**config.mk**
```make
export PLATFORM = sky130hd
export DESIGN_NAME = snd_window_arb
export DESIGN_NICKNAME = d
export VERILOG_FILES = /design/src/rtl/snd_win_pkg.sv /design/src/rtl/snd_win_decode.sv /design/src/rtl/snd_win_bank.sv /design/src/rtl/snd_win_ctl.sv /design/src/rtl/snd_window_arb.sv
export SDC_FILE = /design/constraint.sdc
export NUM_CORES = 1
export LEC_CHECK = 0
export ABC_AREA = 0
export BUFFER_PORTS_ARGS = -buffer_cell sky130_fd_sc_hd__buf_4
export CORE_UTILIZATION = 40
export CTS_CLUSTER_SIZE = 25
export DETAILED_ROUTE_END_ITERATION = 8
export HOLD_SLACK_MARGIN = 0.1
export PLACE_DENSITY = 0.73
export SYNTH_ARGS = -nofsm -noshare
export SYNTH_HDL_FRONTEND = slang
export SYNTH_SLANG_ARGS = --single-unit
```
**constraint.sdc**
```tcl
create_clock -name clk -period 2.7 [get_ports clk]
set_input_delay 0.54 -clock clk [delete_from_list [all_inputs] [get_ports clk]]
set_output_delay 0.54 -clock clk [all_outputs]
set_load 0.01 [all_outputs]
```
**src/rtl/snd_win_pkg.sv**
```systemverilog
package snd_win_pkg;

    typedef enum logic [2:0] {
        TGT_RAM  = 3'd0,
        TGT_FM   = 3'd1,
        TGT_PSG  = 3'd2,
        TGT_BANK = 3'd3,
        TGT_NONE = 3'd4
    } tgt_e;

    typedef struct packed {
        logic        busy;
        logic        ack;
        logic        err;
        logic        is_rd;
        logic        is_word;
        tgt_e        tgt;
        logic [12:0] idx;
        logic [1:0]  fsel;
        logic [7:0]  wbyte;
        logic [15:0] rdata;
    } win_st_t;

    // place a read byte on the return lanes
    function automatic logic [15:0] rd_pack(input logic [7:0] b, input logic word);
        return word ? {b, b} : {8'h00, b};
    endfunction

endpackage

```
**src/rtl/snd_win_decode.sv**
```systemverilog
module snd_win_decode
    import snd_win_pkg::*;
#(
    parameter int ADDR_W = 16
) (
    input  logic [ADDR_W-1:0] addr,
    input  logic              is_write,
    output tgt_e              tgt
);
    logic unused_hi;
    assign unused_hi = ^addr[ADDR_W-1:15];

    always_comb begin
        if (!addr[14])
            tgt = TGT_RAM;
        else if ((addr[14:0] & 15'h6000) == 15'h4000)
            tgt = TGT_FM;
        else if (is_write && ((addr[14:0] & 15'h7FF9) == 15'h7F11))
            tgt = TGT_PSG;
        else if (is_write && ((addr[14:0] & 15'h7F00) == 15'h6000))
            tgt = TGT_BANK;
        else
            tgt = TGT_NONE;
    end
endmodule

```
**src/rtl/snd_win_bank.sv**
```systemverilog
module snd_win_bank #(
    parameter int BANK_W  = 9,
    parameter int PAGE_SH = 15,
    localparam int BASE_W = BANK_W + PAGE_SH
) (
    input  logic              clk,
    input  logic              rst_n,
    input  logic              shift_en,
    input  logic              bit_in,
    output logic [BASE_W-1:0] base
);
    logic [BANK_W-1:0] bank_d, bank_q;

    always_comb begin
        bank_d = bank_q;
        if (shift_en)
            bank_d = {bit_in, bank_q[BANK_W-1:1]};
    end

    always_ff @(posedge clk) begin
        if (!rst_n) bank_q <= '0;
        else        bank_q <= bank_d;
    end

    assign base = {bank_q, {PAGE_SH{1'b0}}};

    a_r6_shift_in_top: assert property (@(posedge clk) disable iff (!rst_n)
        shift_en |=> (bank_q[BANK_W-1] == $past(bit_in)) &&
                     (bank_q[BANK_W-2:0] == $past(bank_q[BANK_W-1:1])));
    a_r6_hold: assert property (@(posedge clk) disable iff (!rst_n)
        !shift_en |=> $stable(bank_q));
endmodule

```
**src/rtl/snd_win_ctl.sv**
```systemverilog
module snd_win_ctl (
    input  logic clk,
    input  logic rst_n,
    input  logic wr,
    input  logic sel,
    input  logic bit_val,
    output logic run,
    output logic in_reset
);
    logic run_d, run_q, rst_d, rst_q;

    always_comb begin
        run_d = run_q;
        rst_d = rst_q;
        if (wr && !sel) run_d = ~bit_val;
        if (wr &&  sel) rst_d = ~bit_val;
    end

    always_ff @(posedge clk) begin
        if (!rst_n) begin
            run_q <= 1'b1;
            rst_q <= 1'b1;
        end else begin
            run_q <= run_d;
            rst_q <= rst_d;
        end
    end

    assign run      = run_q;
    assign in_reset = rst_q;

    a_r2_stable_without_write: assert property (@(posedge clk) disable iff (!rst_n)
        !wr |=> $stable({run_q, rst_q}));
    a_r2_other_bit_kept: assert property (@(posedge clk) disable iff (!rst_n)
        (wr && !sel) |=> $stable(rst_q));
endmodule

```
**src/rtl/snd_window_arb.sv**
```systemverilog
module snd_window_arb
    import snd_win_pkg::*;
#(
    parameter int ADDR_W  = 16,
    parameter int RAM_AW  = 13,
    parameter int BANK_W  = 9,
    parameter int PAGE_SH = 15,
    localparam int BASE_W = BANK_W + PAGE_SH
) (
    input  logic              clk,
    input  logic              rst_n,
    input  logic              req_valid,
    input  logic              req_write,
    input  logic              req_word,
    input  logic [ADDR_W-1:0] req_addr,
    input  logic [15:0]       req_wdata,
    output logic              ack,
    output logic [15:0]       rdata,
    input  logic [7:0]        float_byte,
    input  logic              ctl_wr,
    input  logic              ctl_sel,
    input  logic              ctl_word,
    input  logic [15:0]       ctl_wdata,
    output logic              coproc_run,
    output logic              coproc_in_reset,
    output logic              bus_stat,
    output logic [RAM_AW-1:0] ram_addr,
    output logic              ram_we,
    output logic              ram_rd,
    input  logic [7:0]        ram_rdata,
    output logic [1:0]        fm_sel,
    output logic              fm_wr,
    output logic              fm_rd,
    input  logic [7:0]        fm_rdata,
    output logic              psg_wr,
    output logic [7:0]        snd_wdata,
    output logic [BASE_W-1:0] bank_base,
    output logic              dec_err
);
    win_st_t st_d, st_q;
    tgt_e    dec_tgt;
    logic    blocked, take, shift_en;
    logic [7:0] wbyte_in, src_byte;

    logic unused_ctl;
    assign unused_ctl = ^{ctl_wdata[15:9], ctl_wdata[7:1]};

    snd_win_decode #(.ADDR_W(ADDR_W)) u_dec (
        .addr(req_addr), .is_write(req_write), .tgt(dec_tgt)
    );

    snd_win_ctl u_ctl (
        .clk(clk), .rst_n(rst_n), .wr(ctl_wr), .sel(ctl_sel),
        .bit_val(ctl_word ? ctl_wdata[8] : ctl_wdata[0]),
        .run(coproc_run), .in_reset(coproc_in_reset)
    );

    assign blocked  = coproc_run | coproc_in_reset;
    assign bus_stat = blocked;
    assign take     = req_valid && !st_q.busy;
    assign wbyte_in = req_word ? req_wdata[15:8] : req_wdata[7:0];
    assign shift_en = take && !blocked && req_write && (dec_tgt == TGT_BANK);

    snd_win_bank #(.BANK_W(BANK_W), .PAGE_SH(PAGE_SH)) u_bank (
        .clk(clk), .rst_n(rst_n), .shift_en(shift_en),
        .bit_in(wbyte_in[0]), .base(bank_base)
    );

    always_comb begin
        case (st_q.tgt)
            TGT_RAM: src_byte = ram_rdata;
            TGT_FM:  src_byte = fm_rdata;
            default: src_byte = float_byte;
        endcase
    end

    always_comb begin
        st_d     = st_q;
        st_d.ack = 1'b0;
        st_d.err = 1'b0;
        if (st_q.busy) begin
            st_d.busy  = 1'b0;
            st_d.ack   = 1'b1;
            st_d.rdata = st_q.is_rd ? rd_pack(src_byte, st_q.is_word) : 16'h0000;
        end else if (req_valid) begin
            st_d.is_rd   = !req_write;
            st_d.is_word = req_word;
            st_d.idx     = req_addr[RAM_AW-1:0];
            st_d.fsel    = req_addr[1:0];
            st_d.wbyte   = wbyte_in;
            if (blocked) begin
                st_d.ack   = 1'b1;
                st_d.tgt   = TGT_NONE;
                st_d.rdata = req_write ? 16'h0000 : rd_pack(float_byte, req_word);
            end else begin
                st_d.busy = 1'b1;
                st_d.tgt  = dec_tgt;
                st_d.err  = req_write && (dec_tgt == TGT_NONE);
            end
        end
    end

    always_ff @(posedge clk) begin
        if (!rst_n) begin
            st_q         <= '0;
            st_q.tgt     <= TGT_NONE;
        end else begin
            st_q <= st_d;
        end
    end

    assign ack       = st_q.ack;
    assign rdata     = st_q.rdata;
    assign dec_err   = st_q.err;
    assign ram_addr  = st_q.idx;
    assign fm_sel    = st_q.fsel;
    assign snd_wdata = st_q.wbyte;
    assign ram_we    = st_q.busy && !st_q.is_rd && (st_q.tgt == TGT_RAM);
    assign ram_rd    = st_q.busy &&  st_q.is_rd && (st_q.tgt == TGT_RAM);
    assign fm_wr     = st_q.busy && !st_q.is_rd && (st_q.tgt == TGT_FM);
    assign fm_rd     = st_q.busy &&  st_q.is_rd && (st_q.tgt == TGT_FM);
    assign psg_wr    = st_q.busy && !st_q.is_rd && (st_q.tgt == TGT_PSG);

    a_r3_one_strobe: assert property (@(posedge clk) disable iff (!rst_n)
        $onehot0({ram_we, ram_rd, fm_wr, fm_rd, psg_wr}));
    a_r7_blocked_quiet: assert property (@(posedge clk) disable iff (!rst_n)
        (take && blocked) |=> ack && !dec_err && !(ram_we || ram_rd || fm_wr || fm_rd || psg_wr));
    a_r8_grant_wait: assert property (@(posedge clk) disable iff (!rst_n)
        (take && !blocked) |=> !ack ##1 ack);
    a_r10_err_pulse: assert property (@(posedge clk) disable iff (!rst_n)
        dec_err |=> !dec_err);
    a_r1_quiet_after_reset: assert property (@(posedge clk)
        $rose(rst_n) |-> !ack && !dec_err && !ram_we && !fm_wr && !psg_wr);
endmodule

```
* Yosys cells after proc, flatten, opt, wreduce, memory -nomap -nowiden
Index checks and enable logic that the tools add are counted.
** Word-level totals
- Logic and storage cells :: 72
- Bits of input ports :: 80
- Output and inout bits :: 73
- Bits in registers :: 58
** Cells by class
- Bitwise operators :: 5
- Reduce and logical (&&, ||, !) cells :: 28
- Muxes and demuxes :: 19
- Equality and inequality tests :: 7
** Operators by type and width (number)
- two-way mux 16 bit :: 6
- two-way mux 46 bit :: 1
- logical AND 1 bit :: 16
- one-hot mux 8 bit (2 select lines) :: 1
- two-way mux 3 bit :: 5
- == test 13 bit, second input constant :: 1
- two-way mux 8 bit :: 1
- == test 7 bit, second input constant :: 1
- == test 3 x 2 -> 1 bit, second input constant :: 2
- zero test 1 bit :: 5
- two-way mux 1 bit :: 5
- NOT 1 bit :: 4
- AND reduction 2 bit :: 2
- nonzero test 2 bit :: 2
- OR reduction 4 bit :: 1
- == test 3 x 1 -> 1 bit, second input constant :: 1
- == test 3 bit, second input constant :: 1
- zero test 3 bit :: 1
- OR reduction 3 bit :: 1
- == test 2 bit, second input constant :: 1
- bitwise OR 1 bit :: 1

* Depth between registers and ports, before layout
Gate-level depths: netlist of the first run.
- Depth after elaboration :: 11
- Mapped depth :: 6

* Hierarchy
From an unflattened synthesis of the first run, not the netlist that was laid out.
** Second synthesis, totals
- Cell total of the unflattened synthesis :: 366
- Area total of the unflattened synthesis :: 3362.0 µm²
** Modules (own cells, without submodules)
- snd_window_arb :: area an instance 2705.1 µm², cells each 300, seq. area each 900.9 µm², instances 1
- snd_win_bank :: area an instance 454.2 µm², cells each 44, seq. area each 180.2 µm², instances 1
- snd_win_decode :: area an instance 118.9 µm², cells each 13, seq. area each 0.0 µm², instances 1
- snd_win_ctl :: area an instance 83.8 µm², cells each 9, seq. area each 40.0 µm², instances 1

* Least setup slack after synthesis of the first run
No wires, ideal clock.
- Path kind :: reg2out
- Start :: register st_q[46] in the netlist's numbering
- End :: output port psg_wr
- Required time :: 2160 ps
- Stages on the path, launching flop included :: 4
- Path buffers :: 1
- Slack :: 1030 ps
- Arrival :: 1130 ps
- Cell sequence :: dfxtp_1 > buf_6 > or2b_1 > nor4b_1
** On the way
- Word-level cells in the longest chain between the ends :: 2
** Ends and longest elaborated chain
- from (decl) :: line snd_window_arb.sv:40 : win_st_t st_d, st_q;
- from (signal assigned) :: line snd_window_arb.sv:108 : st_q <= st_d;
- logical AND 1 bit (2 in a row) :: line snd_window_arb.sv:122 : assign psg_wr = st_q.busy && !st_q.is_rd && (st_q.tgt == TGT_PSG);
- to (decl) :: line snd_window_arb.sv:35 : output logic psg_wr,
No other way between the ends.

* Worst setup path after layout of the first run
- Start :: register st_q[46] in the netlist's numbering
- End :: output port ram_rd
** On the way
- Word-level cells in the longest chain between the ends :: 2
** Ends and longest elaborated chain
- logical AND 1 bit (2 in a row) :: line snd_window_arb.sv:119 : assign ram_rd = st_q.busy && st_q.is_rd && (st_q.tgt == TGT_RAM);
- to (decl) :: line snd_window_arb.sv:29 : output logic ram_rd,
No other way between the ends.

==> flow_summary.html, run 1 <==
<table>
<tr><th>Metric</th><th>Value</th></tr>
<tr><th colspan="2">Run status</th></tr>
<tr><td>Status</td><td>complete, no violations</td></tr>
<tr><th colspan="2">Drt</th></tr>
<tr><td>Routed via count divided by cell count</td><td>4.95</td></tr>
<tr><td>Total vias in the final route</td><td>2521</td></tr>
<tr><td>Routed Antenna Nets</td><td>0</td></tr>
<tr><td>Total wirelength of the detailed-routed design</td><td>6.85 mm</td></tr>
<tr><td>Detailed-route DRC error count</td><td>0</td></tr>
<tr><td>Avg WL per Cell</td><td>13.5 µm</td></tr>
<tr><td>Router iterations before antenna repair</td><td>4</td></tr>
<tr><td>1st-iter DRT viols</td><td>141</td></tr>
<tr><th colspan="2">Yosys</th></tr>
<tr><td>Simple logic cell fraction of the synthesized area</td><td>16.5%</td></tr>
<tr><td>Ranking of synthesized cells by instance count</td><td>56 x sky130_fd_sc_hd__dfxtp_1, 55 x sky130_fd_sc_hd__buf_4, 51 x sky130_fd_sc_hd__nand2_1</td></tr>
<tr><td>Most frequent cell after synthesis</td><td>sky130_fd_sc_hd__dfxtp_1</td></tr>
<tr><td>Post-synth top flop</td><td>sky130_fd_sc_hd__dfxtp_1</td></tr>
<tr><td>Synth Area in Compound Gates</td><td>20.6%</td></tr>
<tr><td>Count of flip-flops with a built-in enable after synthesis</td><td>0</td></tr>
<tr><td>Synth Cell Area</td><td>3040 µm²</td></tr>
<tr><td>Xor/xnor share of the synthesized area</td><td>0%</td></tr>
<tr><td>Portion of synthesized cell area occupied by the leading cell type</td><td>36.8%</td></tr>
<tr><td>Largest family of logic cells by synthesized area</td><td>compound AO/OA/AOI/OAI gates</td></tr>
<tr><td>Average footprint of a synthesized cell</td><td>8.95 µm²</td></tr>
<tr><td>Cell types occupying the most area after synthesis</td><td>sky130_fd_sc_hd__dfxtp_1 37%, sky130_fd_sc_hd__buf_4 14%, sky130_fd_sc_hd__nand2_1 6.3%</td></tr>
<tr><td>Proportion of synthesized flip-flops having asynchronous set or reset</td><td>0%</td></tr>
<tr><td>Synth area leader</td><td>sky130_fd_sc_hd__dfxtp_1</td></tr>
<tr><td>Ys Warns</td><td>0</td></tr>
<tr><td>Sequential share of the synthesized area</td><td>36.8%</td></tr>
<tr><td>Share of cell area taken by muxes after synthesis</td><td>8.88%</td></tr>
<tr><td>Post-synth cell types</td><td>42</td></tr>
<tr><td>Adder-Cell Fraction of Synth Area</td><td>0%</td></tr>
<tr><td>Synth Register Bits</td><td>56</td></tr>
<tr><td>Cell count after synthesis</td><td>340</td></tr>
<tr><th colspan="2">Critical path</th></tr>
<tr><td>Worst reg2reg path endpoint</td><td>rdata[2]</td></tr>
<tr><td>Crit path largest cell delay</td><td>560 ps</td></tr>
<tr><td>Combined buffer and inverter count along the critical path</td><td>1</td></tr>
<tr><td>Category of cells accounting for the largest share of critical-path delay</td><td>simple AND/OR/NAND/NOR gates</td></tr>
<tr><td>End of the critical path</td><td>ram_rd</td></tr>
<tr><td>Critical Setup Path Class</td><td>register to output port</td></tr>
<tr><td>CP Depth</td><td>3</td></tr>
<tr><td>R2R cell count</td><td>4</td></tr>
<tr><td>Worst Path Required</td><td>2160 ps</td></tr>
<tr><td>Data arrival time of the critical path</td><td>1680 ps</td></tr>
<tr><td>Start point of the critical path</td><td>st_q[46]</td></tr>
<tr><td>Highest net fanout along the worst path</td><td>10</td></tr>
<tr><td>FF-to-FF setup slack</td><td>950 ps</td></tr>
<tr><td>Reg2reg start</td><td>st_q[39]</td></tr>
<tr><td>Cell type of the slowest stage on the worst timing path</td><td>sky130_fd_sc_hd__dfxtp_1</td></tr>
<tr><td>Startpoint class of the critical path</td><td>register</td></tr>
<tr><td>CP Cell Sequence</td><td>nand2_1, nor3_1, buf_4</td></tr>
<tr><td>Type of element capturing the critical path</td><td>output port</td></tr>
<tr><th colspan="2">Pwr</th></tr>
<tr><td>Max IR drop VDD</td><td>0.000212 V</td></tr>
<tr><td>Areal power density over the cells</td><td>452 nW/µm²</td></tr>
<tr><td>Static Leak</td><td>1.71 nW</td></tr>
<tr><th colspan="2">Timing</th></tr>
<tr><td>Total count of hold-check failures in the final report</td><td>0</td></tr>
<tr><td>Worst path setup slack after routing</td><td>481 ps</td></tr>
<tr><td>Transition time at the pin with the least slew margin</td><td>846 ps</td></tr>
<tr><td>FMAX</td><td>451 MHz</td></tr>
<tr><td>Slew HR</td><td>43.6%</td></tr>
<tr><td>Worst clock skew on the final layout</td><td>13.4 ps</td></tr>
<tr><td>Final slew viol count</td><td>0</td></tr>
<tr><td>RSZ-0062 raised after global routing</td><td>no</td></tr>
<tr><td>Time the worst path needs with I/O delays and setup</td><td>2220 ps</td></tr>
<tr><td>Worst Hold Margin</td><td>470 ps</td></tr>
<tr><td>Final worst-path cycle share</td><td>82.2%</td></tr>
<tr><td>Final setup TNS</td><td>0 ps</td></tr>
<tr><td>Endpoints failing setup</td><td>0</td></tr>
<tr><th colspan="2">Floorplan</th></tr>
<tr><td>Floorplan row count</td><td>31</td></tr>
<tr><td>Area enclosed by the die boundary</td><td>7960 µm²</td></tr>
<tr><td>Chip width</td><td>89.2 µm</td></tr>
<tr><td>Core outline area</td><td>7290 µm²</td></tr>
<tr><td>Vertical die dimension</td><td>89.2 µm</td></tr>
<tr><td>I/O pin cnt</td><td>153</td></tr>
<tr><td>Starting density of the core</td><td>41.7%</td></tr>
<tr><th colspan="2">Global route</th></tr>
<tr><td>Antenna violations before repair</td><td>0</td></tr>
<tr><td>Global routing usage summed across all routing layers</td><td>16.9%</td></tr>
<tr><td>Maximum number of pins on one net before global-route repair</td><td>67</td></tr>
<tr><td>GR Overflow Total</td><td>0</td></tr>
<tr><td>Wire length of the first global-routing pass</td><td>10.5 mm</td></tr>
<tr><td>Vias in the first global route</td><td>2234</td></tr>
<tr><th colspan="2">Placed design</th></tr>
<tr><td>Worst setup timing slack at the placement stage</td><td>853 ps</td></tr>
<tr><td>Buffers on Ports</td><td>122</td></tr>
<tr><td>GPL Wtd Cong</td><td>0.778</td></tr>
<tr><td>HPWL reported at the end of detailed placement</td><td>5.04 mm</td></tr>
<tr><th colspan="2">Clock tree</th></tr>
<tr><td>Maximum root-to-sink buffer count</td><td>2</td></tr>
<tr><td>CTS buffer count</td><td>5</td></tr>
<tr><td>Latest clock arrival within the worst-skew pair</td><td>320 ps</td></tr>
<tr><td>Root Driver</td><td>sky130_fd_sc_hd__clkbuf_8</td></tr>
<tr><td>Clock tree from TritonCTS</td><td>done</td></tr>
<tr><td>Post-CTS Hold Buffers</td><td>0</td></tr>
<tr><td>Clock transition at the registers of the reported paths</td><td>110 ps</td></tr>
<tr><td>Post-CTS Setup Bufs</td><td>0</td></tr>
<tr><td>CTS Sinks</td><td>56</td></tr>
<tr><td>H-tree level count</td><td>2</td></tr>
<tr><td>Cells resized by post-CTS repair</td><td>0</td></tr>
<tr><th colspan="2">Cells and area</th></tr>
<tr><td>Antenna fix cells</td><td>0</td></tr>
<tr><td>Multi-input logic area</td><td>1460 µm²</td></tr>
<tr><td>Layout overhead on the synthesized area</td><td>22.5%</td></tr>
<tr><td>Register Area</td><td>1120 µm²</td></tr>
<tr><td>Fill cell instance count of the final layout</td><td>711</td></tr>
<tr><td>Layout Nets</td><td>489</td></tr>
<tr><td>Share of post-route cells with drive strength above 1</td><td>38.0%</td></tr>
<tr><th colspan="2">Hold path</th></tr>
<tr><td>Startpoint of the worst hold path</td><td>req_addr[1]</td></tr>
<tr><td>Tightest Hold Check Type</td><td>input pin to register</td></tr>
<tr><th colspan="2">Run</th></tr>
<tr><td>Max-capacitance violation count</td><td>0</td></tr>
</table>
tightest hold or removal path: cells and delay by family:
kind | cells | cell delay, ps
AOI/OAI and AO/OA | 1 | 60
and+or+nand+nor | 1 | 40
buffers and inverters | 1 | 110
report_power, final:
group / internal (mW) / switching (mW) / leakage, nW
Combinational: 0.162 / 0.142 / 1.20
Sequential: 0.866 / 0.0230 / 0.460
Clock: 0.191 / 0.302 / 0.0463
Total: 1.22 / 0.468 / 1.71
registers in the layout, summed over array words and instances (netlist names):
| signal | flops |
|---|---|
| rdata | 16 |
| ram_addr | 13 |
| u_bank.bank_q | 9 |
| snd_wdata | 8 |
| st_q | 6 |
| ack | 1 |
| dec_err | 1 |
| u_ctl.in_reset | 1 |
| u_ctl.run | 1 |
routing by layer:
layer,GRT usage (%),part of all wire (%),vias to the layer above
li1,-,-,1261
met1,20.2,42,1167
met2,29.9,51,85
met3,4.34,6.4,8
met4,5.05,1.0,0
met5,0,0,-
metrics by stage:
stage,instance area (µm²),utilization (%),total power [mW],cells
6_report,3730,51.1,1.69,509
5_1_grt,3730,51.1,1.78,509
4_1_cts,3730,51.1,1.71,509
3_5_place_dp,3630,49.8,1.21,501
3_3_place_gp,3630,49.8,1.21,501
2_1_floorplan,3100,-,1.11,354
kinds of logic (layout without fill, tap and decap cells):
family,count (synthesis),count (layout)
buffers and inverters,77,133
multiplexers,26,26
other,1,15
AND/OR/NAND/NOR,93,93
flip-flops,56,56
AO/OA/AOI/OAI,87,87
cell usage in the layout, fill, tap and decap left out, types with 2 or more instances in the layout:
cell / Yosys / layout
sky130_fd_sc_hd__buf_4: 55 / 123
sky130_fd_sc_hd__dfxtp_1: 56 / 56
sky130_fd_sc_hd__nand2_1: 51 / 51
sky130_fd_sc_hd__mux2i_1: 18 / 18
sky130_fd_sc_hd__o21ai_0: 17 / 17
sky130_fd_sc_hd__a21oi_1: 17 / 17
sky130_fd_sc_hd__a2bb2oi_1: 16 / 16
sky130_fd_sc_hd__a21boi_0: 15 / 15
sky130_fd_sc_hd__conb_1: 1 / 15
sky130_fd_sc_hd__nand3_1: 13 / 13
sky130_fd_sc_hd__o211a_1: 9 / 9
sky130_fd_sc_hd__o21ai_2: 9 / 9
sky130_fd_sc_hd__mux2_2: 8 / 8
sky130_fd_sc_hd__clkbuf_8: 0 / 5
sky130_fd_sc_hd__nor3_1: 3 / 3
sky130_fd_sc_hd__nor2_1: 3 / 3
sky130_fd_sc_hd__nor2_4: 2 / 2
sky130_fd_sc_hd__and3_1: 2 / 2
sky130_fd_sc_hd__inv_1: 2 / 2
sky130_fd_sc_hd__nand4_1: 2 / 2
sky130_fd_sc_hd__nor3b_1: 2 / 2
sky130_fd_sc_hd__nand2b_1: 2 / 2
how the worst min path moves through the flow:
stage	endpoint	slack [ps]	cells past startpoint
final	ram_addr[1]	470	3
after detailed placement	ram_addr[6]	460	2
after floorplan	st_q[42]	440	2
after CTS	ram_addr[1]	460	3
after global placement	ram_addr[8]	450	2
after global routing	ram_addr[1]	460	3
area by class of cell:
cell class / instances / share of cell area [%]
multi-input cells: 221 / 39.1
clock inverters: 3 / 0.738
inverters: 2 / 0.201
well taps: 99 / 3.32
repair buffers: 123 / 24.8
flip-flops and latches: 56 / 30.1
clock buffers: 5 / 1.85
No activity file was read; power rests on OpenSTA's default activity.
==> inputs of run 2 (changes only) <==
--- a/config.mk
+++ b/config.mk
@@ -5,7 +5,7 @@
 export SDC_FILE = /design/constraint.sdc
 export NUM_CORES = 1
 export LEC_CHECK = 0
-export ABC_AREA = 0
+export ABC_AREA = 1
 export BUFFER_PORTS_ARGS = -buffer_cell sky130_fd_sc_hd__buf_4
 export CORE_UTILIZATION = 40
 export CTS_CLUSTER_SIZE = 25
==> constraint.sdc (replaced) <==
create_clock -name clk -period 2.14 [get_ports clk]
set_input_delay 0.428 -clock clk [delete_from_list [all_inputs] [get_ports clk]]
set_output_delay 0.428 -clock clk [all_outputs]
set_load 0.01 [all_outputs]
==> run 2 against run 1 <==
Net effect: clock-buffer cell count unchanged; worst setup slack got worse by 300 ps; routed wire length up 12%; register-to-register slack got worse by 220 ps; sequential power grew 27%; critical path depth up 1; die area fell by 1.3%; via count rose by 18%.
==> flow_summary.html, run 2 <==
<table>
<tr><th>Metric</th><th>Value</th></tr>
<tr><th colspan="2">Yosys</th></tr>
<tr><td>Share of cell area taken by muxes after synthesis</td><td>0.333% (-8.5 points)</td></tr>
<tr><td>Synth area leader</td><td>sky130_fd_sc_hd__dfxtp_1</td></tr>
<tr><td>Ys Warns</td><td>0 (unchanged)</td></tr>
<tr><td>Post-synth top flop</td><td>sky130_fd_sc_hd__dfxtp_1</td></tr>
<tr><td>Simple logic cell fraction of the synthesized area</td><td>25.8% (+9.3 points)</td></tr>
<tr><td>Most frequent cell after synthesis</td><td>sky130_fd_sc_hd__nor2_1</td></tr>
<tr><td>Cell types occupying the most area after synthesis</td><td>sky130_fd_sc_hd__dfxtp_1 37%, sky130_fd_sc_hd__buf_4 14%, sky130_fd_sc_hd__nor2_1 8.7%</td></tr>
<tr><td>Sequential share of the synthesized area</td><td>37.3% (+0.49 points)</td></tr>
<tr><td>Synth Cell Area</td><td>3000 µm² (-1.3%)</td></tr>
<tr><td>Count of flip-flops with a built-in enable after synthesis</td><td>0 (unchanged)</td></tr>
<tr><td>Synth Register Bits</td><td>56 (unchanged)</td></tr>
<tr><td>Proportion of synthesized flip-flops having asynchronous set or reset</td><td>0% (unchanged)</td></tr>
<tr><td>Ranking of synthesized cells by instance count</td><td>70 x sky130_fd_sc_hd__nor2_1, 58 x sky130_fd_sc_hd__nand2_1, 56 x sky130_fd_sc_hd__dfxtp_1</td></tr>
<tr><td>Post-synth cell types</td><td>27 (-36%)</td></tr>
<tr><td>Portion of synthesized cell area occupied by the leading cell type</td><td>37.3% (+0.49 points)</td></tr>
<tr><td>Adder-Cell Fraction of Synth Area</td><td>0% (unchanged)</td></tr>
<tr><td>Cell count after synthesis</td><td>436 (+28%)</td></tr>
<tr><td>Xor/xnor share of the synthesized area</td><td>0% (unchanged)</td></tr>
<tr><td>Average footprint of a synthesized cell</td><td>6.89 µm² (-23%)</td></tr>
<tr><td>Synth Area in Compound Gates</td><td>15.3% (-5.2 points)</td></tr>
<tr><td>Largest family of logic cells by synthesized area</td><td>simple AND/OR/NAND/NOR gates</td></tr>
<tr><th colspan="2">Global route</th></tr>
<tr><td>Antenna violations before repair</td><td>0 (unchanged)</td></tr>
<tr><td>Wire length of the first global-routing pass</td><td>12.1 mm (+15%)</td></tr>
<tr><td>Met3 track demand over resource in global routing</td><td>2.43% (-1.9 points)</td></tr>
<tr><td>Maximum number of pins on one net before global-route repair</td><td>42 (-37%)</td></tr>
<tr><td>Most crowded layer after global routing</td><td>met2</td></tr>
<tr><td>Vias in the first global route</td><td>2734 (+22%)</td></tr>
<tr><td>Met1 demand-to-capacity share in global routing</td><td>23.1% (+2.8 points)</td></tr>
<tr><td>Global-route met2 utilization</td><td>35.2% (+5.3 points)</td></tr>
<tr><td>GR Overflow Total</td><td>0 (unchanged)</td></tr>
<tr><td>Global routing usage summed across all routing layers</td><td>19.5% (+2.6 points)</td></tr>
<tr><th colspan="2">Drt</th></tr>
<tr><td>Avg WL per Cell</td><td>12.4 µm (-7.7%)</td></tr>
<tr><td>Routed Antenna Nets</td><td>0 (unchanged)</td></tr>
<tr><td>1st-iter DRT viols</td><td>140 (-0.71%)</td></tr>
<tr><td>Router iterations before antenna repair</td><td>4 (unchanged)</td></tr>
<tr><td>Routed via count divided by cell count</td><td>4.82 (-2.7%)</td></tr>
<tr><td>Total vias in the final route</td><td>2970 (+18%)</td></tr>
<tr><td>Total wirelength of the detailed-routed design</td><td>7.65 mm (+12%)</td></tr>
<tr><td>Detailed-route DRC error count</td><td>0 (unchanged)</td></tr>
<tr><th colspan="2">Clock tree</th></tr>
<tr><td>CTS Sinks</td><td>56 (unchanged)</td></tr>
<tr><td>Cells resized by post-CTS repair</td><td>0 (unchanged)</td></tr>
<tr><td>Latest clock arrival within the worst-skew pair</td><td>310 ps (about the same)</td></tr>
<tr><td>CTS buffer count</td><td>5 (unchanged)</td></tr>
<tr><td>Maximum root-to-sink buffer count</td><td>2 (unchanged)</td></tr>
<tr><td>Root Driver</td><td>sky130_fd_sc_hd__clkbuf_8</td></tr>
<tr><td>Post-CTS Hold Buffers</td><td>0 (unchanged)</td></tr>
<tr><td>Post-CTS Setup Bufs</td><td>0 (unchanged)</td></tr>
<tr><td>Clock tree from TritonCTS</td><td>done</td></tr>
<tr><td>H-tree level count</td><td>2 (unchanged)</td></tr>
<tr><td>Clock transition at the registers of the reported paths</td><td>100 ps (about the same)</td></tr>
<tr><th colspan="2">Critical path</th></tr>
<tr><td>Critical Setup Path Class</td><td>register to output port</td></tr>
<tr><td>Crit path largest cell delay</td><td>400 ps (-160 ps)</td></tr>
<tr><td>Cell type of the slowest stage on the worst timing path</td><td>sky130_fd_sc_hd__dfxtp_1</td></tr>
<tr><td>FF-to-FF setup slack</td><td>730 ps (-220 ps)</td></tr>
<tr><td>Worst Path Required</td><td>1710 ps (-450 ps)</td></tr>
<tr><td>Category of cells accounting for the largest share of critical-path delay</td><td>simple AND/OR/NAND/NOR gates</td></tr>
<tr><td>Combined buffer and inverter count along the critical path</td><td>2 (+1)</td></tr>
<tr><td>Highest net fanout along the worst path</td><td>10 (unchanged)</td></tr>
<tr><td>CP Cell Sequence</td><td>inv_2, or2_2, nor4_1, buf_4</td></tr>
<tr><td>Startpoint class of the critical path</td><td>register</td></tr>
<tr><td>Type of element capturing the critical path</td><td>output port</td></tr>
<tr><td>Data arrival time of the critical path</td><td>1530 ps (-150 ps)</td></tr>
<tr><th colspan="2">Placed design</th></tr>
<tr><td>HPWL reported at the end of detailed placement</td><td>5.67 mm (+12%)</td></tr>
<tr><td>GPL Wtd Cong</td><td>0.821 (+5.6%)</td></tr>
<tr><td>Number of instances in the placed design</td><td>608 (+21%)</td></tr>
<tr><td>Buffers on Ports</td><td>122 (unchanged)</td></tr>
<tr><th colspan="2">Timing</th></tr>
<tr><td>Transition time at the pin with the least slew margin</td><td>666 ps (-179 ps)</td></tr>
<tr><td>Slew HR</td><td>55.5% (+12 points)</td></tr>
<tr><td>Worst clock skew on the final layout</td><td>8.54 ps (-4.85 ps)</td></tr>
<tr><td>Total count of hold-check failures in the final report</td><td>0 (unchanged)</td></tr>
<tr><td>Final setup TNS</td><td>0 ps (unchanged)</td></tr>
<tr><td>RSZ-0062 raised after global routing</td><td>no</td></tr>
<tr><td>Final worst-path cycle share</td><td>91.3%</td></tr>
<tr><td>Time the worst path needs with I/O delays and setup</td><td>1950 ps</td></tr>
<tr><td>Endpoints failing setup</td><td>0 (unchanged)</td></tr>
<tr><td>FMAX</td><td>512 MHz</td></tr>
<tr><td>Final slew viol count</td><td>0 (unchanged)</td></tr>
<tr><th colspan="2">Floorplan</th></tr>
<tr><td>Area enclosed by the die boundary</td><td>7860 µm² (-1.3%)</td></tr>
<tr><td>Chip width</td><td>88.7 µm (-0.64%)</td></tr>
<tr><td>Core outline area</td><td>7250 µm² (-0.53%)</td></tr>
<tr><td>Vertical die dimension</td><td>88.7 µm (-0.64%)</td></tr>
<tr><td>Floorplan row count</td><td>31 (unchanged)</td></tr>
<tr><td>I/O pin cnt</td><td>153 (unchanged)</td></tr>
<tr><td>Starting density of the core</td><td>41.4% (-0.33 points)</td></tr>
<tr><th colspan="2">Cells and area</th></tr>
<tr><td>Most common cell after layout, fill and taps aside</td><td>sky130_fd_sc_hd__buf_4</td></tr>
<tr><td>Antenna fix cells</td><td>0 (unchanged)</td></tr>
<tr><td>Final std cells w/o fill</td><td>616 (+21%)</td></tr>
<tr><td>Final core utilization</td><td>52.0% (+0.88 points)</td></tr>
<tr><td>Layout overhead on the synthesized area</td><td>25.6%</td></tr>
<tr><td>Largest register FFs</td><td>16 (unchanged)</td></tr>
<tr><td>Share of post-route cells with drive strength above 1</td><td>29.2% (-8.8 points)</td></tr>
<tr><td>Most used cells in the layout excluding fill and tap cells</td><td>129 x sky130_fd_sc_hd__buf_4, 70 x sky130_fd_sc_hd__nor2_1, 58 x sky130_fd_sc_hd__nand2_1</td></tr>
<tr><td>Layout Nets</td><td>596 (+22%)</td></tr>
<tr><th colspan="2">Pwr</th></tr>
<tr><td>Max IR drop VDD</td><td>0.000249 V (+17%)</td></tr>
<tr><td>Clock Power Share</td><td>31.1% (+1.8 points)</td></tr>
<tr><td>Net switching fraction of the power</td><td>26.1% (-1.6 points)</td></tr>
<tr><td>Sw Pwr</td><td>579 µW (+24%)</td></tr>
<tr><td>Static Leak</td><td>1.77 nW (+3.7%)</td></tr>
<tr><td>Power share of the combinational group</td><td>18.0% (about the same)</td></tr>
<tr><td>Areal power density over the cells</td><td>588 nW/µm² (+30%)</td></tr>
<tr><td>Cell internal power dissipation</td><td>1.64 mW (+35%)</td></tr>
<tr><td>Relative contribution of sequential cells to total power</td><td>50.9% (-1.8 points)</td></tr>
<tr><th colspan="2">Run</th></tr>
<tr><td>Max-capacitance violation count</td><td>0 (unchanged)</td></tr>
<tr><th colspan="2">Hold path</th></tr>
<tr><td>Tightest Hold Check Type</td><td>input pin to register</td></tr>
<tr><th colspan="2">Run status</th></tr>
<tr><td>Status</td><td>complete, no violations</td></tr>
</table>
==> run 2: layout make-up <==
class	count	area, µm²
Tap cell	99	124
Timing Repair Buffer	129	968
Clock buffer	5	68.8
Fill cell	724	3480
Inverter	39	146
Multi-Input combinational cell	285	1300
Sequential cell	56	1120
Clock inverter	3	42.5
==> run 2: worst paths after layout <==
check | from | end | cells past startpoint
worst min register to register | u_bank.bank_q[0] | u_bank.bank_q[0] | 2
worst min-delay path | req_write | st_q[43] | 2
worst max-delay path | st_q[46] | psg_wr | 4
worst max register to register | st_q[41] | rdata[8] | 5
==> run 2: kinds of logic after synthesis <==
logic type | after synthesis
compound gates | 89
buf+inv | 109
flops | 56
mux | 1
other cells | 1
simple gates | 180
==> run 2: power by group through the flow <==
stage	sequential, mW	combinational, mW	clock [mW]
after CTS	1.13	0.402	0.709
final	1.13	0.400	0.690
after detailed placement	1.15	0.401	0
after floorplan	1.14	0.275	0
after global routing	1.14	0.447	0.765
after global placement	1.15	0.395	0
==> run 2: routing by layer <==
| layer | share of wire [%] | up-vias |
|---|---|---|
| li1 | - | 1507 |
| met1 | 42 | 1342 |
| met2 | 50 | 101 |
| met3 | 5.0 | 20 |
| met4 | 2.3 | 0 |
| met5 | 0 | - |
==> run 2: through the flow <==
step,power [mW],hold WS [ps],instance area [µm²],setup WS [ps]
floorplan,1.42,458,3060,599
global placement,1.55,454,3660,533
detailed placement,1.55,477,3660,533
CTS,2.24,298,3770,170
global route,2.35,302,3770,69.8
finish,2.22,312,3770,186
==> inputs of run 3 (changes only) <==
--- a/config.mk
+++ b/config.mk
@@ -12,6 +12,7 @@
 export DETAILED_ROUTE_END_ITERATION = 8
 export HOLD_SLACK_MARGIN = 0.1
 export PLACE_DENSITY = 0.73
+export RECOVER_POWER = 50
 export SYNTH_ARGS = -nofsm -noshare
 export SYNTH_HDL_FRONTEND = slang
 export SYNTH_SLANG_ARGS = --single-unit
==> run 3 against run 2 <==
Net effect: routed wire length fell by 0.31%; die area did not move; first-iteration DRC count fell by 2.1%; sequential share of layout area rose by 1.6 points; flip-flop and latch count did not move; sequential power barely moved; combinational power fell by 10%; worst hold slack improved by 3.1 ps; via count fell by 0.13%; global-route usage did not move; clock-buffer cell count did not move; register-to-register slack got worse by 130 ps; critical path type unchanged; largest power group unchanged.
==> flow_summary.html, run 3 (synthesis results as in run 2) <==
<table>
<tr><th>Metric</th><th>Value</th></tr>
<tr><th colspan="2">Placed design</th></tr>
<tr><td>HPWL reported at the end of detailed placement</td><td>5.67 mm (unchanged)</td></tr>
<tr><td>Placed cell areas</td><td>3660 µm² (unchanged)</td></tr>
<tr><td>GPL Wtd Cong</td><td>0.821 (unchanged)</td></tr>
<tr><td>Number of instances in the placed design</td><td>608 (unchanged)</td></tr>
<tr><td>Buffers on Ports</td><td>122 (unchanged)</td></tr>
<tr><th colspan="2">Clock tree</th></tr>
<tr><td>H-tree level count</td><td>2 (unchanged)</td></tr>
<tr><td>Latest clock arrival within the worst-skew pair</td><td>310 ps (about the same)</td></tr>
<tr><td>Clock tree from TritonCTS</td><td>done</td></tr>
<tr><td>Post-CTS Hold Buffers</td><td>0 (unchanged)</td></tr>
<tr><td>Root Driver</td><td>sky130_fd_sc_hd__clkbuf_8</td></tr>
<tr><td>CTS buffer count</td><td>5 (unchanged)</td></tr>
<tr><td>Post-CTS Setup Bufs</td><td>0 (unchanged)</td></tr>
<tr><td>Cells resized by post-CTS repair</td><td>0 (unchanged)</td></tr>
<tr><td>Clock transition at the registers of the reported paths</td><td>100 ps (about the same)</td></tr>
<tr><td>CTS Sinks</td><td>56 (unchanged)</td></tr>
<tr><td>Maximum root-to-sink buffer count</td><td>2 (unchanged)</td></tr>
<tr><th colspan="2">Timing</th></tr>
<tr><td>Worst clock skew on the final layout</td><td>8.68 ps (+0.141 ps)</td></tr>
<tr><td>Total count of hold-check failures in the final report</td><td>0 (unchanged)</td></tr>
<tr><td>Time the worst path needs with I/O delays and setup</td><td>1950 ps (+0.218 ps)</td></tr>
<tr><td>Final worst-path cycle share</td><td>91.3% (about the same)</td></tr>
<tr><td>Transition time at the pin with the least slew margin</td><td>1490 ps (+826 ps)</td></tr>
<tr><td>Slew HR</td><td>0.544% (-55 points)</td></tr>
<tr><td>Worst Hold Margin</td><td>315 ps (+3.07 ps)</td></tr>
<tr><td>Final setup TNS</td><td>0 ps (unchanged)</td></tr>
<tr><td>RSZ-0062 raised after global routing</td><td>no</td></tr>
<tr><td>Endpoints failing setup</td><td>0 (unchanged)</td></tr>
<tr><td>FMAX</td><td>512 MHz (about the same)</td></tr>
<tr><td>Final slew viol count</td><td>0 (unchanged)</td></tr>
<tr><th colspan="2">Pwr</th></tr>
<tr><td>Static Leak</td><td>1.57 nW (-11%)</td></tr>
<tr><td>Max IR drop VDD</td><td>0.000242 V (-2.6%)</td></tr>
<tr><td>Areal power density over the cells</td><td>607 nW/µm² (+3.2%)</td></tr>
<tr><th colspan="2">Critical path</th></tr>
<tr><td>Worst Path Required</td><td>1710 ps (about the same)</td></tr>
<tr><td>Type of element capturing the critical path</td><td>output port</td></tr>
<tr><td>Startpoint class of the critical path</td><td>register</td></tr>
<tr><td>Critical Setup Path Class</td><td>register to output port</td></tr>
<tr><td>Highest net fanout along the worst path</td><td>10 (unchanged)</td></tr>
<tr><td>Data arrival time of the critical path</td><td>1530 ps (about the same)</td></tr>
<tr><th colspan="2">Cells and area</th></tr>
<tr><td>Final instance area</td><td>3590 µm² (-5.0%)</td></tr>
<tr><td>Final core utilization</td><td>49.4% (-2.6 points)</td></tr>
<tr><td>Fill cell instance count of the final layout</td><td>784 (+8.3%)</td></tr>
<tr><td>Layout Nets</td><td>596 (unchanged)</td></tr>
<tr><td>Largest register FFs</td><td>16 (unchanged)</td></tr>
<tr><td>Layout overhead on the synthesized area</td><td>19.4%</td></tr>
<tr><td>Share of post-route cells with drive strength above 1</td><td>19.5% (-9.7 points)</td></tr>
<tr><td>Most common cell after layout, fill and taps aside</td><td>sky130_fd_sc_hd__buf_4</td></tr>
<tr><td>Final std cells w/o fill</td><td>616 (unchanged)</td></tr>
<tr><td>Antenna fix cells</td><td>0 (unchanged)</td></tr>
<tr><td>Most used cells in the layout excluding fill and tap cells</td><td>78 x sky130_fd_sc_hd__buf_4, 70 x sky130_fd_sc_hd__nor2_1, 58 x sky130_fd_sc_hd__nand2_1</td></tr>
<tr><th colspan="2">Floorplan</th></tr>
<tr><td>I/O pin cnt</td><td>153 (unchanged)</td></tr>
<tr><td>Vertical die dimension</td><td>88.7 µm (unchanged)</td></tr>
<tr><td>Chip width</td><td>88.7 µm (unchanged)</td></tr>
<tr><td>Floorplan row count</td><td>31 (unchanged)</td></tr>
<tr><td>Starting density of the core</td><td>41.4% (unchanged)</td></tr>
<tr><td>Core outline area</td><td>7250 µm² (unchanged)</td></tr>
<tr><td>Area enclosed by the die boundary</td><td>7860 µm² (unchanged)</td></tr>
<tr><th colspan="2">Drt</th></tr>
<tr><td>Routed via count divided by cell count</td><td>4.81 (-0.13%)</td></tr>
<tr><td>1st-iter DRT viols</td><td>137 (-2.1%)</td></tr>
<tr><td>Routed Antenna Nets</td><td>0 (unchanged)</td></tr>
<tr><td>Total wirelength of the detailed-routed design</td><td>7.63 mm (-0.31%)</td></tr>
<tr><td>Detailed-route DRC error count</td><td>0 (unchanged)</td></tr>
<tr><td>Router iterations before antenna repair</td><td>4 (unchanged)</td></tr>
<tr><td>Total vias in the final route</td><td>2966 (-0.13%)</td></tr>
<tr><td>Avg WL per Cell</td><td>12.4 µm (-0.31%)</td></tr>
<tr><th colspan="2">Hold path</th></tr>
<tr><td>Tightest Hold Check Type</td><td>input pin to register</td></tr>
<tr><th colspan="2">Run</th></tr>
<tr><td>Max-capacitance violation count</td><td>0 (unchanged)</td></tr>
<tr><th colspan="2">Global route</th></tr>
<tr><td>Antenna violations before repair</td><td>0 (unchanged)</td></tr>
<tr><td>GR Overflow Total</td><td>0 (unchanged)</td></tr>
<tr><td>Vias in the first global route</td><td>2734 (unchanged)</td></tr>
<tr><td>Wire length of the first global-routing pass</td><td>12.1 mm (unchanged)</td></tr>
<tr><td>Global routing usage summed across all routing layers</td><td>19.5% (unchanged)</td></tr>
<tr><td>Maximum number of pins on one net before global-route repair</td><td>42 (unchanged)</td></tr>
<tr><th colspan="2">Run status</th></tr>
<tr><td>Status</td><td>complete, no violations</td></tr>
</table>
[run 3: area by class of cell]
class	instances	area [µm²]	share of cell area (%)
clock buffers	5	68.8	1.92
well taps	99	124	3.45
inverters	39	146	4.08
clock inverters	3	42.5	1.19
multi-input cells	285	1300	36.3
flip-flops and latches	56	1120	31.3
repair buffers	129	781	21.8
[run 3: stage by stage]
stage | power (mW) | setup WS, ps
3_5_place_dp | 1.55 | 533
5_1_grt | 2.31 | 69.8
3_3_place_gp | 1.55 | 533
4_1_cts | 2.24 | 170
2_1_floorplan | 1.42 | 599
6_report | 2.18 | 186
[run 3: per-layer routing]
layer  up-vias  global-route usage (%)  routed length [µm]
li1       1508                       -                   -
met1      1333                    23.1                3230
met2       106                    35.2                3830
met3        19                    2.43                 382
met4         0                    8.50                 182
met5         -                       0                   0
[run 3: path summary, 6_finish.rpt]
check,cells past startpoint,slack (ps),endpoint,startpoint
max,4,190,psg_wr,st_q[46]
max reg2reg,7,600,u_bank.bank_q[6],u_ctl.in_reset
min,2,320,st_q[43],req_write
min reg2reg,2,480,u_bank.bank_q[0],u_bank.bank_q[0]
[run 3: worst max-delay path, stage by stage, from the launching register on]
cell,delay (ps)
sky130_fd_sc_hd__dfxtp_1,400
sky130_fd_sc_hd__inv_2,130
sky130_fd_sc_hd__or2_2,320
sky130_fd_sc_hd__nor4_1,190
sky130_fd_sc_hd__buf_4,180
[run 3: report_power, final]
part / total, mW / internal [mW] / switching (mW)
Combinational: 0.359 / 0.156 / 0.203
Clock: 0.689 / 0.347 / 0.342
Sequential: 1.13 / 1.10 / 0.0307
